## src/rtl/spi_page_writer.sv

```systemverilog
module spi_page_writer #(
  parameter int ADDR_BITS = 17,
  parameter int OFF_BITS = 8,
  parameter int REGIONS = 4,
  parameter int WRITE_CYCLES = 300,
  parameter logic [7:0] OP_WREN = 8'h06,
  parameter logic [7:0] OP_RDSR = 8'h05,
  parameter logic [7:0] OP_PW = 8'h0A
) (
  input  logic                 clk,
  input  logic                 rst_n,
  input  logic                 cs_n,
  input  logic                 sclk,
  input  logic                 mosi,
  output logic                 miso,
  input  logic [REGIONS-1:0]   wp_region,
  output logic                 mem_we,
  output logic [ADDR_BITS-1:0] mem_addr,
  output logic [7:0]           mem_wdata
);
  localparam int PAGE_BYTES = 1 << OFF_BITS;
  localparam int RBITS = $clog2(REGIONS);
  localparam int CW = $clog2(WRITE_CYCLES) + 1;
  localparam int PB = ADDR_BITS - OFF_BITS;

  logic [2:0] cs_q, ck_q;
  logic [1:0] di_q;
  logic [2:0] bit_i, nbytes;
  logic [6:0] sh, tx;
  logic [7:0] opcode;
  logic [ADDR_BITS-1:0] addr;
  logic [OFF_BITS-1:0] woff;
  logic [PB-1:0] page;
  logic [7:0] pbuf [PAGE_BYTES];
  logic [PAGE_BYTES-1:0] mask;
  logic wel, busy, miso_r;
  logic [CW-1:0] cnt;

  wire sel    = !cs_q[1];
  wire rise   = sel && ck_q[1] && !ck_q[2];
  wire fall   = sel && !ck_q[1] && ck_q[2];
  wire cs_up  = cs_q[1] && !cs_q[2];
  wire cs_dn  = sel && cs_q[2];
  wire [7:0] byte_in = {sh, di_q[1]};
  wire byte_done = rise && bit_i == 3'd7;
  wire store = byte_done && nbytes >= 3'd4 && opcode == OP_PW && !busy;
  wire [RBITS-1:0] region = addr[ADDR_BITS-1 -: RBITS];
  wire pw_ok = cs_up && !busy && wel && opcode == OP_PW && nbytes == 3'd5
               && bit_i == 3'd0 && !wp_region[region];
  wire wren_ok = cs_up && opcode == OP_WREN && nbytes == 3'd1 && bit_i == 3'd0;
  wire [7:0] status = {6'b0, wel, busy};
  wire [OFF_BITS-1:0] cidx = cnt[OFF_BITS-1:0];

  assign miso      = miso_r;
  assign mem_we    = busy && int'(cnt) < PAGE_BYTES && mask[cidx];
  assign mem_addr  = {page, cidx};
  assign mem_wdata = pbuf[cidx];

  always_ff @(posedge clk or negedge rst_n)
    if (!rst_n) begin
      cs_q <= 3'b111; ck_q <= '0; di_q <= '0;
    end else begin
      cs_q <= {cs_q[1:0], cs_n};
      ck_q <= {ck_q[1:0], sclk};
      di_q <= {di_q[0], mosi};
    end

  always_ff @(posedge clk or negedge rst_n)
    if (!rst_n) begin
      bit_i <= '0; nbytes <= '0; sh <= '0; opcode <= '0; addr <= '0;
    end else if (!sel) begin
      bit_i <= '0; nbytes <= '0;
    end else if (rise) begin
      sh <= byte_in[6:0];
      bit_i <= bit_i + 3'd1;
      if (bit_i == 3'd7) begin
        if (nbytes != 3'd5) nbytes <= nbytes + 3'd1;
        if (nbytes == 3'd0) opcode <= byte_in;
        if (nbytes >= 3'd1 && nbytes <= 3'd3 && !busy)
          addr <= {addr[ADDR_BITS-9:0], byte_in};
      end
    end

  always_ff @(posedge clk)
    if (store) pbuf[woff] <= byte_in;

  always_ff @(posedge clk or negedge rst_n)
    if (!rst_n) begin
      mask <= '0; woff <= '0; page <= '0;
    end else begin
      if (cs_dn && !busy) mask <= '0;
      if (byte_done && nbytes == 3'd3 && !busy) woff <= byte_in[OFF_BITS-1:0];
      if (store) begin
        mask[woff] <= 1'b1;
        woff <= woff + 1'b1;
      end
      if (pw_ok) page <= addr[ADDR_BITS-1:OFF_BITS];
    end

  always_ff @(posedge clk or negedge rst_n)
    if (!rst_n) begin
      wel <= 1'b0; busy <= 1'b0; cnt <= '0;
    end else begin
      if (pw_ok) wel <= 1'b0;
      else if (wren_ok) wel <= 1'b1;
      if (pw_ok) begin
        busy <= 1'b1; cnt <= '0;
      end else if (busy) begin
        if (cnt == CW'(WRITE_CYCLES - 1)) busy <= 1'b0;
        cnt <= cnt + 1'b1;
      end
    end

  always_ff @(posedge clk or negedge rst_n)
    if (!rst_n) begin
      miso_r <= 1'b0; tx <= '0;
    end else if (!sel) begin
      miso_r <= 1'b0;
    end else if (fall && opcode == OP_RDSR && nbytes != 3'd0) begin
      if (bit_i == 3'd0) begin
        miso_r <= status[7]; tx <= status[6:0];
      end else begin
        miso_r <= tx[6]; tx <= {tx[5:0], 1'b0};
      end
    end

  AST_START_NEEDS_WEL: assert property (@(posedge clk) disable iff (!rst_n)
    $rose(busy) |-> $past(wel));
  AST_START_ON_DESELECT: assert property (@(posedge clk) disable iff (!rst_n)
    $rose(busy) |-> cs_q[1]);
  AST_WEL_DROPS: assert property (@(posedge clk) disable iff (!rst_n)
    $rose(busy) |-> !wel);
  AST_PAGE_HELD: assert property (@(posedge clk) disable iff (!rst_n)
    busy && $past(busy) |-> $stable(page));
  AST_MASK_HELD: assert property (@(posedge clk) disable iff (!rst_n)
    busy && $past(busy) |-> $stable(mask));
  AST_IDLE_NO_WRITE: assert property (@(posedge clk) disable iff (!rst_n)
    !busy |-> !mem_we);
endmodule

```

## config.mk

```make
export PLATFORM = sky130hd
export DESIGN_NAME = spi_page_writer
export DESIGN_NICKNAME = d
export VERILOG_FILES = /design/src/rtl/spi_page_writer.sv
export SDC_FILE = /design/constraint.sdc
export NUM_CORES = 2
export LEC_CHECK = 0
export BUFFER_PORTS_ARGS = -buffer_cell sky130_fd_sc_hd__buf_2
export CAP_MARGIN = 20
export CORE_MARGIN = 3
export CORE_UTILIZATION = 50
export CTS_BUF_LIST = sky130_fd_sc_hd__clkbuf_4 sky130_fd_sc_hd__clkbuf_8
export DETAILED_ROUTE_END_ITERATION = 12
export PLACE_DENSITY = 0.66
export SETUP_SLACK_MARGIN = 0.02
export SYNTH_ARGS = -nofsm -noshare
export SYNTH_HDL_FRONTEND = slang
export SYNTH_SLANG_ARGS = --single-unit
```

## constraint.sdc

```tcl
create_clock -name clk -period 8.2 [get_ports clk]
set_input_delay 2.46 -clock clk [delete_from_list [all_inputs] [get_ports clk]]
set_output_delay 2.46 -clock clk [all_outputs]
set_load 0.005 [all_outputs]
```

* Word-level counts from Yosys, hierarchy flattened
Memories as Yosys holds them, arrays and structs flattened.
Cells that the tools add are included.
** Cells by class
- Add/sub/neg operators :: 4
- Order comparisons :: 8
- Equality and inequality tests :: 9
- Muxes and demuxes :: 29
- Bitwise logic cells :: 2
- Reductions and logical operators :: 50
** Operators by type and width (number)
- $mux 256 :: 2
- $or 256x256->256 :: 1
- $logic_and 1x1->1 :: 29
- $mux 10 :: 2
- $lt 8x9->1 const B :: 2
- $mux 3 :: 6
- $eq 8x3->1 const B :: 2
- $mux 8 :: 2
- $reduce_bool 2->1 :: 7
- $mux 1 :: 13
- $add 10x1->10 const B :: 1
- $eq 10x9->1 const B :: 1
- $lt 10x9->1 const B :: 1
- $add 8x1->8 const B :: 1
- $bmux 1 s8 :: 1
- $demux 1 s8 :: 1
- $eq 8x4->1 const B :: 1
- $ge 8x1->1 const B :: 1
- $reduce_and 4->1 :: 2
- $mux 7 :: 1
- $add 3x1->3 const B :: 2
- $eq 3x3->1 const B :: 2
- $logic_not 1->1 :: 6
- $logic_not 3->1 :: 2
- 12 further kinds :: 13
** Word-level totals
- Flip-flop bits (word level) :: 339
- Memory bits (writable) :: 2048
- Input bits :: 9
- Output and inout bits :: 27
- Word-level logic and storage cells :: 119
- Memories :: 1
** Memories
- pbuf :: words 256, width 8, read ports 1, clocked after memory_dff 0, wr ports 1, line 34 : logic [7:0] pbuf [PAGE_BYTES];

* Longest topological paths before layout
- Word-level depth :: 9
- Gate-level depth with buffers :: 13
- Mapped depth without buffers :: 9

* Least setup slack after synthesis
No wires, ideal clock.
- Path kind :: register to output
- Start :: register cnt[0]
- End :: output port mem_wdata[6]
- Arrival time :: 2.585 ns
- Required time :: 5.740 ns
- Slack :: 3.155 ns
- Cell stages (with the launch flop) :: 9
- Buffers on the path :: 3
- Cells stage by stage :: dfrtp_1 buf_6 buf_4 buf_2 mux4_2 mux4_2 a221oi_2 nand2_1 a32o_1
** On the way
- Cells in the longest elaborated chain, start to end :: 1
** Ends and longest elaborated chain
- start: declaration :: line 37 : logic [CW-1:0] cnt;
- start signal: assignment :: line 110 : cnt <= cnt + 1'b1;
- $mem_v2 256x8
- end: declaration :: line 19 : output logic [7:0] mem_wdata
No other way between the ends.

* Final worst setup path
- Start :: register cnt[1]
- End :: output port mem_wdata[0]
Same word-level chain as after synthesis.

==> results.sh <==
export IMPL_clkSinkCount=2387
export IMPL_fp_dieW_um=439.1
export IMPL_die_area_um2=192800
export IMPL_globalRouteOverflowTotal=0
export IMPL_drv_cap=0
export IMPL_coreArea_um2=186000
export IMPL_avgSynthCellArea_um2=19.87
export IMPL_p_seq_share_pct=41.7
export IMPL_netlist_area_um2=93790
export IMPL_most_common_layout_cells="edfxtp_1 (2048), mux4_2 (546), clkbuf_8 (423)"
export IMPL_synth_ff_type="edfxtp_1"
export IMPL_critPathSlowestCell="a2111oi_0"
export IMPL_postSynthCellCount=4720
export IMPL_ys_ff_latch=2387
export IMPL_rsz0062_at_grt="false"
export IMPL_clk_insertion_delay_late_ns=1.09
export IMPL_holdBufCountCts=0
export IMPL_cts_root_buffer="clkbuf_8"
export IMPL_switching_share_pct=33.13
export IMPL_timing_fmax_mhz=125.4
export IMPL_postCtsSetupRepairBufs=0
export IMPL_cts_buffer_depth=4
export IMPL_dp_hpwl_um=147100
export IMPL_final_cells=7757
export IMPL_port_buffer_count=35
export IMPL_die_h_um=439.1
export IMPL_syn_nets=4741
export IMPL_drt_total_wl_um=251100
export IMPL_finalHoldViolCount=0
export IMPL_cp_required_ns=5.74
export IMPL_drv_slew=0
export IMPL_vdd_drop_max_uv=270.5
export IMPL_max_stage_delay_ns=0.75
export IMPL_fin_worst_skew_ns=0.09061
export IMPL_viasPerCell=6.385
export IMPL_clkPwrFrac_pct=28.9
export IMPL_drc=0
export IMPL_grt_pass1_vias=49890
export IMPL_wire_per_inst_um=32.37
export IMPL_antenna_found_initial=9
export IMPL_yosysTopAreaCell="edfxtp_1"
export IMPL_cts_resized=0
export IMPL_path_clk_slew_ns=0.06
export IMPL_cp_end_kind="output port"
export IMPL_crit_type="reg2out"
export IMPL_drt_iter0_drc=6216
export IMPL_htree_levels=5
export IMPL_gp_congestion=0.8348
export IMPL_synth_edf_count=2048
export IMPL_hold_class="reg2reg"
export IMPL_grt_pass1_wl_um=363700
export IMPL_final_common_cell="edfxtp_1"
export IMPL_p_switching_mw=11.85
export IMPL_status="completed"
export IMPL_ff_latch_area_um2=70040
export IMPL_critPathLaunchType="register"
export IMPL_synth_async_reset_ratio_pct=14.20
export IMPL_area_growth_pct=11.53
export IMPL_drive_above_1_share_pct=27.28
export IMPL_max_slew_margin_rel_pct=13.63
export IMPL_dp_cells=7052
export IMPL_cts_tree="built"
export IMPL_crit_chain="buf_12 -> buf_4 -> mux4_2 -> mux4_2 -> and2_1 -> a2111oi_0 -> nor4_1 -> o221ai_1 -> o221ai_2 -> buf_2"
export IMPL_fin_setup_tns_ns=0
export IMPL_grt_max_degree=203
export IMPL_power_density_nw_per_um2=341.8
export IMPL_fp_row_count=158
export IMPL_synthTopCellsByArea="edfxtp_1 (66%), mux4_2 (13%), dfrtp_1 (9.0%)"
export IMPL_worst_pin_slew_ns=1.291
export IMPL_grtUsageTotal_pct=26.25
export IMPL_seq_area_frac_synth_pct=74.62
export IMPL_cp_common_cell="mux4_2"
export IMPL_io_pins=36
export IMPL_layout_nets=4993
export IMPL_num_vias=49530
export IMPL_setup_violations=0
export IMPL_timing_final_crit_share_pct=97.23
export IMPL_multi_input_area_um2=22110
export IMPL_ant_nets=0
export IMPL_synth_warnings=0
export IMPL_path_max_fanout=121
export IMPL_initial_core_util_pct=50.42
export IMPL_worstPathArrival_ns=5.51
export IMPL_p_comb_share_pct=29.4
export IMPL_yosysUniqueCellTypes=72
export IMPL_internal_power_mw=23.91
export IMPL_yosysTopAreaCellShare_pct=65.57
export IMPL_finalCriticalPeriod_ns=7.973
export IMPL_fillCellCount=13850
export IMPL_first_pass_iters=6
export IMPL_cts_buffers=388
export IMPL_leakage_nw=37.45
[flip-flops by register name (all words and copies together), names as in the netlist, 2 cells and up]
register,cells
mask,256
addr,17
opcode,8
ck_q,3
tx,7
nbytes,3
page,9
woff,8
bit_i,3
di_q,2
cs_q,3
cnt,10
sh,7
pbuf,2048
[metal layers]
layer  GRT usage (%)  wire length [um]  vias up
met5               0                 8        -
met4           10.40             10330        2
met3           6.211             25410      506
met2           39.84            116900     2889
met1           37.16             98460    26310
li1                -                 -    19820
[cells in the mapped netlist, types with 4 or more instances]
cell,number
nor3_1,20
a221o_1,8
and2_1,13
a21oi_1,101
and3_1,6
a21o_1,256
a211oi_1,19
nand3b_1,5
dfrtp_1,336
buf_8,6
a31oi_1,5
a2111oi_0,7
nor4_1,11
a22oi_1,68
buf_6,38
nor3_2,4
a22o_1,5
buf_12,5
inv_1,20
clkbuf_1,135
mux4_2,546
mux2_2,46
nand3_1,30
buf_2,73
nor2_1,317
buf_4,23
xnor2_1,8
a221oi_1,45
mux2i_1,185
buf_1,17
edfxtp_1,2048
nand4_1,6
nand2b_1,7
nor2b_1,12
o22ai_1,16
ha_1,12
o221ai_1,23
nand2_1,107
o21ai_0,67
o211ai_1,11
[per-stage QoR]
stage	total power, mW	worst slack (ns)	util [%]	hold slack (ns)	cell area [um^2]
after floorplan	21.52	3.155	-	0.3312	93790
after global placement	25.45	1.239	51.95	0.3337	96640
after detailed placement	25.54	1.215	51.98	0.3355	96700
after CTS	35.78	0.06602	56.14	0.3486	104400
after global routing	36.83	0.09346	56.22	0.3595	104600
final	35.75	0.2273	56.23	0.3484	104600
[layout make-up]
cell class / count / share of cell area, %
well taps: 2480 / 2.967
diodes: 5 / 0.01196
inverters: 22 / 0.08015
repair buffers: 159 / 1.458
multi-input cells: 2014 / 21.13
clock buffers: 591 / 6.772
flip-flops and latches: 2387 / 66.96
clock inverters: 99 / 0.6172
[kinds of logic (layout without fill, tap and decap cells)]
| logic type | count (synthesis) | count (layout) | synth area share, % |
|---|---|---|---|
| adder cells (fa/ha/maj) | 12 | 12 | 0.1601 |
| AO/OA/AOI/OAI | 665 | 665 | 5.027 |
| AND/OR/NAND/NOR | 548 | 548 | 2.492 |
| other | 0 | 5 | 0 |
| flip-flops | 2387 | 2387 | 74.62 |
| XOR/XNOR | 11 | 11 | 0.1027 |
| multiplexers | 778 | 778 | 15.67 |
| buffers and inverters | 319 | 871 | 1.929 |
[path summary, 6_finish.rpt]
kind / start / to / cells past startpoint / slack, ns
max: cnt[1] / mem_wdata[0] / 10 / 0.23
min: ck_q[0] / ck_q[1] / 0 / 0.35
max reg2reg: bit_i[1] / pbuf[125][3] / 8 / 3.15
min reg2reg: ck_q[0] / ck_q[1] / 0 / 0.35
max in group asynchronous: rst_n / sh[1] / 2 / 5.51
min in group asynchronous: rst_n / mask[62] / 1 / 1.32
[worst max-delay path: cells and delay by family, from the launching register on]
kind / cells / cell delay [ns]
buffers and inverters: 3 / 1.22
AND/OR/NAND/NOR: 2 / 0.44
flip-flops: 1 / 0.71
AO/OA/AOI/OAI: 3 / 1.18
multiplexers: 2 / 0.80
[power groups by stage]
stage	Combinational (mW)	Clock, mW	Sequential (mW)
6_report	10.5	10.3	14.9
5_1_grt	10.9	11.0	14.9
4_1_cts	10.4	10.5	15.0
3_5_place_dp	10.3	0	15.2
3_3_place_gp	10.3	0	15.2
2_1_floorplan	6.14	0	15.4
No activity file was read; power rests on OpenSTA's default activity.
